## src/rtl/reg_list_pkg.sv

```systemverilog
package reg_list_pkg;
  localparam int unsigned MASK_W = 16;
  localparam int unsigned IDX_W  = $clog2(MASK_W);
  localparam int unsigned DATA_W = 32;
  localparam int unsigned HALF_W = DATA_W / 2;

  typedef enum logic [2:0] {
    ST_IDLE,
    ST_SCAN,
    ST_READ,
    ST_WRITE,
    ST_DONE
  } ld_state_e;
endpackage

```

## src/rtl/mask_scan.sv

```systemverilog
module mask_scan #(
  parameter int unsigned W  = 16,
  parameter int unsigned IW = $clog2(W)
) (
  input  logic [W-1:0]  mask_i,
  output logic          any_o,
  output logic [IW-1:0] idx_o
);
  logic [W-1:0] lowest;

  assign lowest = mask_i & (~mask_i + W'(1));
  assign any_o  = |mask_i;

  // one-hot to binary: OR of positions per output bit
  for (genvar b = 0; b < IW; b++) begin : g_enc
    logic [W-1:0] sel;
    for (genvar p = 0; p < W; p++) begin : g_pos
      assign sel[p] = lowest[p] & ((p >> b) & 1) == 1;
    end
    assign idx_o[b] = |sel;
  end
endmodule

```

## src/rtl/addr_step.sv

```systemverilog
module addr_step #(
  parameter int unsigned AW = 24
) (
  input  logic [AW-1:0] addr_i,
  input  logic          long_i,
  output logic [AW-1:0] next_o
);
  localparam logic [AW-1:0] STEP_L = AW'(4);
  localparam logic [AW-1:0] STEP_W = AW'(2);

  assign next_o = addr_i + (long_i ? STEP_L : STEP_W);
endmodule

```

## src/rtl/load_shaper.sv

```systemverilog
module load_shaper
  import reg_list_pkg::*;
#(
  parameter int unsigned DW = DATA_W,
  parameter int unsigned IW = IDX_W
) (
  input  logic [DW-1:0] rdata_i,
  input  logic          long_i,
  input  logic [IW-1:0] idx_i,
  output logic [DW-1:0] wdata_o,
  output logic          lo_only_o
);
  localparam int unsigned HW = DW / 2;
  logic addr_grp;

  assign addr_grp = idx_i[IW-1];

  always_comb begin
    if (long_i) begin
      wdata_o   = rdata_i;
      lo_only_o = 1'b0;
    end else if (addr_grp) begin
      wdata_o   = {{HW{rdata_i[HW-1]}}, rdata_i[HW-1:0]};
      lo_only_o = 1'b0;
    end else begin
      wdata_o   = {{HW{1'b0}}, rdata_i[HW-1:0]};
      lo_only_o = 1'b1;
    end
  end
endmodule

```

## src/rtl/reg_list_loader.sv

```systemverilog
module reg_list_loader
  import reg_list_pkg::*;
#(
  parameter int unsigned AW = 24
) (
  input  logic                clk_i,
  input  logic                rst_ni,
  input  logic                start_i,
  input  logic [AW-1:0]       base_addr_i,
  input  logic [MASK_W-1:0]   reg_mask_i,
  input  logic                long_i,
  output logic                mem_req_o,
  output logic [AW-1:0]       mem_addr_o,
  input  logic                mem_ack_i,
  input  logic [DATA_W-1:0]   mem_rdata_i,
  output logic                rf_we_o,
  output logic [IDX_W-1:0]    rf_idx_o,
  output logic [DATA_W-1:0]   rf_wdata_o,
  output logic                rf_lo_only_o,
  output logic [AW-1:0]       final_addr_o,
  output logic                done_o,
  output logic                busy_o
);
  ld_state_e           state_q, state_d;
  logic [MASK_W-1:0]   mask_q;
  logic [AW-1:0]       addr_q;
  logic                long_q;
  logic [IDX_W-1:0]    idx_q;
  logic [DATA_W-1:0]   data_q;

  logic                scan_any;
  logic [IDX_W-1:0]    scan_idx;
  logic [AW-1:0]       addr_next;

  mask_scan #(.W(MASK_W), .IW(IDX_W)) u_scan (
    .mask_i (mask_q),
    .any_o  (scan_any),
    .idx_o  (scan_idx)
  );

  addr_step #(.AW(AW)) u_step (
    .addr_i (addr_q),
    .long_i (long_q),
    .next_o (addr_next)
  );

  load_shaper #(.DW(DATA_W), .IW(IDX_W)) u_shape (
    .rdata_i   (data_q),
    .long_i    (long_q),
    .idx_i     (idx_q),
    .wdata_o   (rf_wdata_o),
    .lo_only_o (rf_lo_only_o)
  );

  always_comb begin
    state_d = state_q;
    unique case (state_q)
      ST_IDLE:  if (start_i) state_d = ST_SCAN;
      ST_SCAN:  state_d = scan_any ? ST_READ : ST_DONE;
      ST_READ:  if (mem_ack_i) state_d = ST_WRITE;
      ST_WRITE: state_d = ST_SCAN;
      ST_DONE:  state_d = ST_IDLE;
      default:  state_d = ST_IDLE;
    endcase
  end

  always_ff @(posedge clk_i or negedge rst_ni) begin
    if (!rst_ni) begin
      state_q <= ST_IDLE;
      mask_q  <= '0;
      addr_q  <= '0;
      long_q  <= 1'b0;
      idx_q   <= '0;
      data_q  <= '0;
    end else begin
      state_q <= state_d;
      unique case (state_q)
        ST_IDLE: if (start_i) begin
          mask_q <= reg_mask_i;
          addr_q <= base_addr_i;
          long_q <= long_i;
        end
        ST_SCAN:  if (scan_any) idx_q <= scan_idx;
        ST_READ:  if (mem_ack_i) data_q <= mem_rdata_i;
        ST_WRITE: begin
          mask_q <= mask_q & ~(MASK_W'(1) << idx_q);
          addr_q <= addr_next;
        end
        default: ;
      endcase
    end
  end

  assign mem_req_o    = (state_q == ST_READ);
  assign mem_addr_o   = addr_q;
  assign rf_we_o      = (state_q == ST_WRITE);
  assign rf_idx_o     = idx_q;
  assign final_addr_o = addr_q;
  assign done_o       = (state_q == ST_DONE);
  assign busy_o       = (state_q != ST_IDLE);
endmodule

```

## config.mk

```make
export PLATFORM = sky130hd
export DESIGN_NAME = reg_list_loader
export DESIGN_NICKNAME = d
export VERILOG_FILES = /design/src/rtl/reg_list_pkg.sv /design/src/rtl/mask_scan.sv /design/src/rtl/addr_step.sv /design/src/rtl/load_shaper.sv /design/src/rtl/reg_list_loader.sv
export SDC_FILE = /design/constraint.sdc
export NUM_CORES = 1
export LEC_CHECK = 0
export CAP_MARGIN = 20
export CORE_UTILIZATION = 45
export DETAILED_ROUTE_END_ITERATION = 8
export DONT_BUFFER_PORTS = 1
export SLEW_MARGIN = 20
export SYNTH_ARGS = -nofsm -noshare
export SYNTH_HDL_FRONTEND = slang
export SYNTH_SLANG_ARGS = --single-unit
```

## constraint.sdc

```tcl
create_clock -name clk_i -period 5.4 [get_ports clk_i]
set_input_delay 0.27 -clock clk_i [delete_from_list [all_inputs] [get_ports clk_i]]
set_output_delay 0.27 -clock clk_i [all_outputs]
set_load 0.01 [all_outputs]
```

# Word level (Yosys, flattened, before mapping)
# Index checks and enable logic that the tools add are counted.
totals:
  register_bits: 80
  ram_bits: 0
  romBits: 0
  output_inout_bits: 89
  latchBits: 0
  inputBits: 77
  n_memories: 0
classes:
  n_lt_le_gt_ge: 0
  add_sub_neg: 2
  reduce_logical: 13
  bitwise_logic: 4
  shifts: 1
  n_mul: 0
  n_eq_ne: 6
  n_mux: 13
  div_mod_pow: 0
op_table:
  columns: ["cell", "n"]
  rows:
  - ["two-way mux 32 bit", 2]
  - ["one-hot mux 24 bit (2 select lines)", 1]
  - ["bitwise AND 16 bit", 2]
  - ["inverter 16 bit", 2]
  - ["one-hot mux 16 bit (2 select lines)", 1]
  - ["OR reduction 8 bit", 4]
  - ["adder 24 bit", 1]
  - ["two-way mux 24 bit", 1]
  - ["adder 16 x 1 -> 16 bit, second input constant", 1]
  - ["two-way mux 16 bit", 1]
  - ["OR reduction 16 bit", 1]
  - ["left shift 1 x 4 -> 16 bit, first input constant", 1]
  - ["two-way mux 3 bit", 4]
  - ["one-hot mux 3 bit (4 select lines)", 1]
  - ["AND reduction 2 bit", 5]
  - ["equality test 3 x 2 -> 1 bit, second input constant", 2]
  - ["equality test 3 x 1 -> 1 bit, second input constant", 1]
  - ["equality test 3 bit, second input constant", 1]
  - ["zero test 3 bit", 1]
  - ["nonzero test 3 bit", 1]
  - ["two-way mux 1 bit", 2]
  - ["!= test 2 x 1 -> 1 bit, second input constant", 1]
  - ["!= test 2 bit, second input constant", 1]
  - ["nonzero test 2 bit", 1]

# Longest topological paths before layout
logic_depth:
  word_depth: 4
  mapped_depth: 9
  depth_no_buf: 8

# By module
# A second synthesis with hierarchy kept.
unflattened:
  cells_unflattened: 488
  hier_area_um2: 4610.7
by_module_without_submodules:
  columns: ["mod", "cells_each", "instances", "seq_area_each_um2", "area_per_inst_um2"]
  rows:
  - ["reg_list_loader", 338, 1, 2001.9, 3604.7]
  - ["addr_step", 64, 1, 0.0, 501.7]
  - ["load_shaper", 53, 1, 0.0, 291.5]
  - ["mask_scan", 33, 1, 0.0, 212.7]

# Least setup slack after synthesis
# OpenSTA, ideal clock, no wires.
synth_path:
  kind: "register to register"
  start: "reg long_q"
  end: "reg addr_q[11] (netlist: final_addr_o[11])"
  required_time_ns: 5.276
  arrival_ns: 1.877
  slack_ns: 3.400
  path_stages_with_launch: 10
  cell_sequence: "dfrtp_1 > clkbuf_1 > inv_1 > ha_1 > fa_1 > nand3_1 > nor2_1 > nand4_1 > a21oi_1 > a2bb2oi_1"
synth_between:
  elab_chain_cells: 3
synth_lines:
  columns: ["element", "line", "text"]
  rows:
  - ["start: declaration", "reg_list_loader.sv:27", "logic long_q;"]
  - ["start signal: assignment", "reg_list_loader.sv:81", "long_q <= long_i;"]
  - ["two-way mux 3 bit", "addr_step.sv:11", "assign next_o = addr_i + (long_i ? STEP_L : STEP_W);"]
  - ["adder 24 bit", "addr_step.sv:11", null]
  - ["one-hot mux 24 bit (2 select lines)", "reg_list_loader.sv:77", "unique case (state_q)"]
  - ["end signal: assignment", "reg_list_loader.sv:80", "addr_q <= base_addr_i;"]
  - ["end signal: assignment", "reg_list_loader.sv:87", "addr_q <= addr_next;"]
  - ["end: declaration", "reg_list_loader.sv:26", "logic [AW-1:0] addr_q;"]
# No other way between the ends.
# A chain may end at the register's enable or synchronous reset.

# Final worst setup path
# Same ends and word-level chain as after synthesis.

==> results.json <==
{
  "syn_area_sq_um": 4530,
  "top_usage_layer": "met2",
  "final_cells": 565,
  "cts_tree": "done",
  "p_leak_nw": 1.94,
  "cts-root-buf": "clkbuf_8",
  "synthFlopType": "dfrtp_1",
  "port_buffers": 0,
  "relSlewSlack_pct": 54.7,
  "avgSynthCellArea_sq_um": 9.57,
  "ioPinCount": 166,
  "die_area_sq_um": 10500,
  "intPower_mw": 1.70,
  "yosys_warnings": 0,
  "peakVddDrop_mv": 0.255,
  "fin_nets": 507,
  "synthCells": 473,
  "stdcell_area_sq_um": 4580,
  "maxCapViolCount": 0,
  "clkSinkCount": 80,
  "start_util_pct": 46.3,
  "die_w_um": 102,
  "drt_pass1_iterations": 4,
  "grt_use_met3_pct": 5.81,
  "synth_nets": 553,
  "place_inst": 546,
  "drt-initial-drc-count": 125,
  "period_needed_ns": 2.42,
  "clockPowerShare_pct": 18.0,
  "slew_violations": 0,
  "tns_ns": 0,
  "syn_to_final_growth_pct": 1.16,
  "grt_util_met2_pct": 34.4,
  "p_sw_share_pct": 46.1,
  "antenna_found_initial": 0,
  "fill_cells": 956,
  "place.gp.congestion": 0.806,
  "setup_viol": 0,
  "vias": 3302,
  "end_kind": "flip-flop",
  "hold_viol": 0,
  "clk_latency_ns": 0.37,
  "num_antenna_cells": 0,
  "viasPerCell": 5.84,
  "critPathMaxFanout": 20,
  "outcome": "complete, no violations",
  "crit_type": "flip-flop to flip-flop",
  "max_freq_ghz": 0.414,
  "power_frac_comb_pct": 37.2,
  "grt_pass1_wl_um": 16500,
  "cp.required_ns": 5.65,
  "place_area_sq_um": 4280,
  "drt-wirelength-per-cell_um": 18.9,
  "synth_edf_count": 0,
  "grt_overflow_total": 0,
  "arrival_ns": 2.67,
  "die_h_um": 102,
  "use_met1_pct": 26.3,
  "grt_pass1_vias": 3213,
  "cts_setup_buffers": 0,
  "post_cts_resized": 0,
  "grt_max_degree": 81,
  "switching_power_mw": 1.46,
  "hp-class": "primary input to flip-flop",
  "track_usage_pct": 21.0,
  "drc_errors": 0,
  "hpwl_um": 7210,
  "async_flop_share_pct": 100,
  "rsz0062_at_grt": "no",
  "drive_gt1_share_pct": 15.0,
  "ant_nets": 0,
  "critPathLaunchType": "flip-flop",
  "seqPwrFrac_pct": 44.9,
  "wl_um": 10700,
  "postCtsHoldBufs": 3,
  "min_period_over_period_pct": 44.8,
  "core-area_sq_um": 9770,
  "cts_buffers": 9,
  "ys_seq_elements": 80,
  "clock_path_buffers": 2,
  "seq_area_frac_synth_pct": 44.2,
  "cts.clk_slew.worst_paths_ns": 0.09,
  "power_density_nw_per_um2": 691,
  "clock_skew_ns": 0.00980,
  "htreeDepth": 3,
  "worstMarginPinSlew_ns": 0.679,
  "synthDistinctLibCells": 58,
  "row_count": 36
}
critical path: stages (launching register included):
cell       delay, ns
dfrtp_1         0.78
inv_1           0.17
ha_1            0.26
fa_1            0.43
nand3_1         0.18
nor2_1          0.11
nand4_1         0.13
a21oi_1         0.08
a2bb2oi_1       0.15
worst paths after layout:
check	from	endpoint	slack, ns	depth (start not counted)
worst min register to register	data_q[20]$_DFFE_PN0P_	data_q[20]$_DFFE_PN0P_	0.51	1
worst max register to register	long_q$_DFFE_PN0P_	final_addr_o[11]$_DFFE_PN0P_	2.98	8
worst max-delay path	long_q$_DFFE_PN0P_	final_addr_o[11]$_DFFE_PN0P_	2.98	8
min in group asynchronous	rst_ni	final_addr_o[10]$_DFFE_PN0P_	0.45	2
worst min-delay path	base_addr_i[21]	final_addr_o[21]$_DFFE_PN0P_	0.02	2
max in group asynchronous	rst_ni	mask_q[14]$_DFFE_PN0P_	4.58	2
cells in the mapped netlist (all sizes together) (5+ instances only):
library cell | instances | area, sq um
inv | 10 | 37.5
dfrtp | 80 | 2000
nor2 | 18 | 75.1
o21ai | 53 | 265
nand2 | 67 | 254
o22ai | 5 | 31.3
buf | 52 | 393
clkbuf | 11 | 43.8
nor2b | 5 | 31.3
mux2i | 17 | 170
o311ai | 5 | 43.8
a31oi | 11 | 68.8
nor4 | 6 | 52.6
nand3 | 14 | 75.1
nand4 | 5 | 37.5
a21oi | 33 | 169
mux2 | 32 | 360
per-layer routing:
layer  wire length, um  vias to the layer above
met5                 0                        -
met4               179                        0
met3               681                       14
met2              5330                      114
met1              4500                     1611
li1                  -                     1563
per-stage QoR:
step	hold slack, ns	utilization (%)	setup slack [ns]	power, mW
6_report	0.0188	46.8	2.98	3.16
2_1_floorplan	-0.0256	-	3.40	2.53
5_1_grt	0.0247	46.8	2.79	3.42
3_3_place_gp	-0.0224	43.8	3.05	2.55
3_5_place_dp	-0.0225	43.8	2.98	2.59
4_1_cts	0.00740	46.8	2.97	3.18
flip-flops by register name, summed over array words and instances (netlist names):
| register | cells |
|---|---|
| mask_q | 16 |
| state_q | 3 |
| final_addr_o | 24 |
| rf_idx_o | 4 |
| long_q | 1 |
| data_q | 32 |
kinds of logic after synthesis:
| logic type | after synthesis | share of synthesized area, % |
|---|---|---|
| simple gates | 136 | 15.1 |
| compound gates | 129 | 16.9 |
| flops | 80 | 44.2 |
| buf+inv | 73 | 10.5 |
| mux | 49 | 11.7 |
| xor+xnor | 3 | 0.581 |
| fa+ha+maj | 3 | 0.995 |
area by class of cell:
cell class | instances | area (sq um) | area share (%)
tap | 133 | 166 | 3.63
clock inverter | 6 | 115 | 2.51
multi-input combinational | 320 | 2050 | 44.8
inverter | 10 | 37.5 | 0.820
clock buffer | 10 | 138 | 3.01
sequential | 80 | 2000 | 43.7
timing repair buffer | 6 | 70.1 | 1.53
power groups by stage:
stage	Combinational, mW	Clock (mW)	Sequential (mW)
after floorplan	1.32	0	1.20
after global placement	1.14	0	1.42
after detailed placement	1.16	0	1.43
after CTS	1.18	0.577	1.42
after global routing	1.33	0.603	1.49
final	1.18	0.568	1.42
cells in the final DEF (no fill, tap or decap), drive strengths merged, types with 4 or more instances in the layout:
master and count:
nand3 14, dfrtp 80, nor2 18, a22oi 4, nand4 5, o21ai 53, inv 11, nand2 67
a31oi 11, buf 4, nor3 4, a21oi 33, nor4 6, nor2b 5, o22ai 5, mux2i 17
o211ai 4, o311ai 5, mux2 32, clkbuf 10
(Power assumes the default switching activity.)
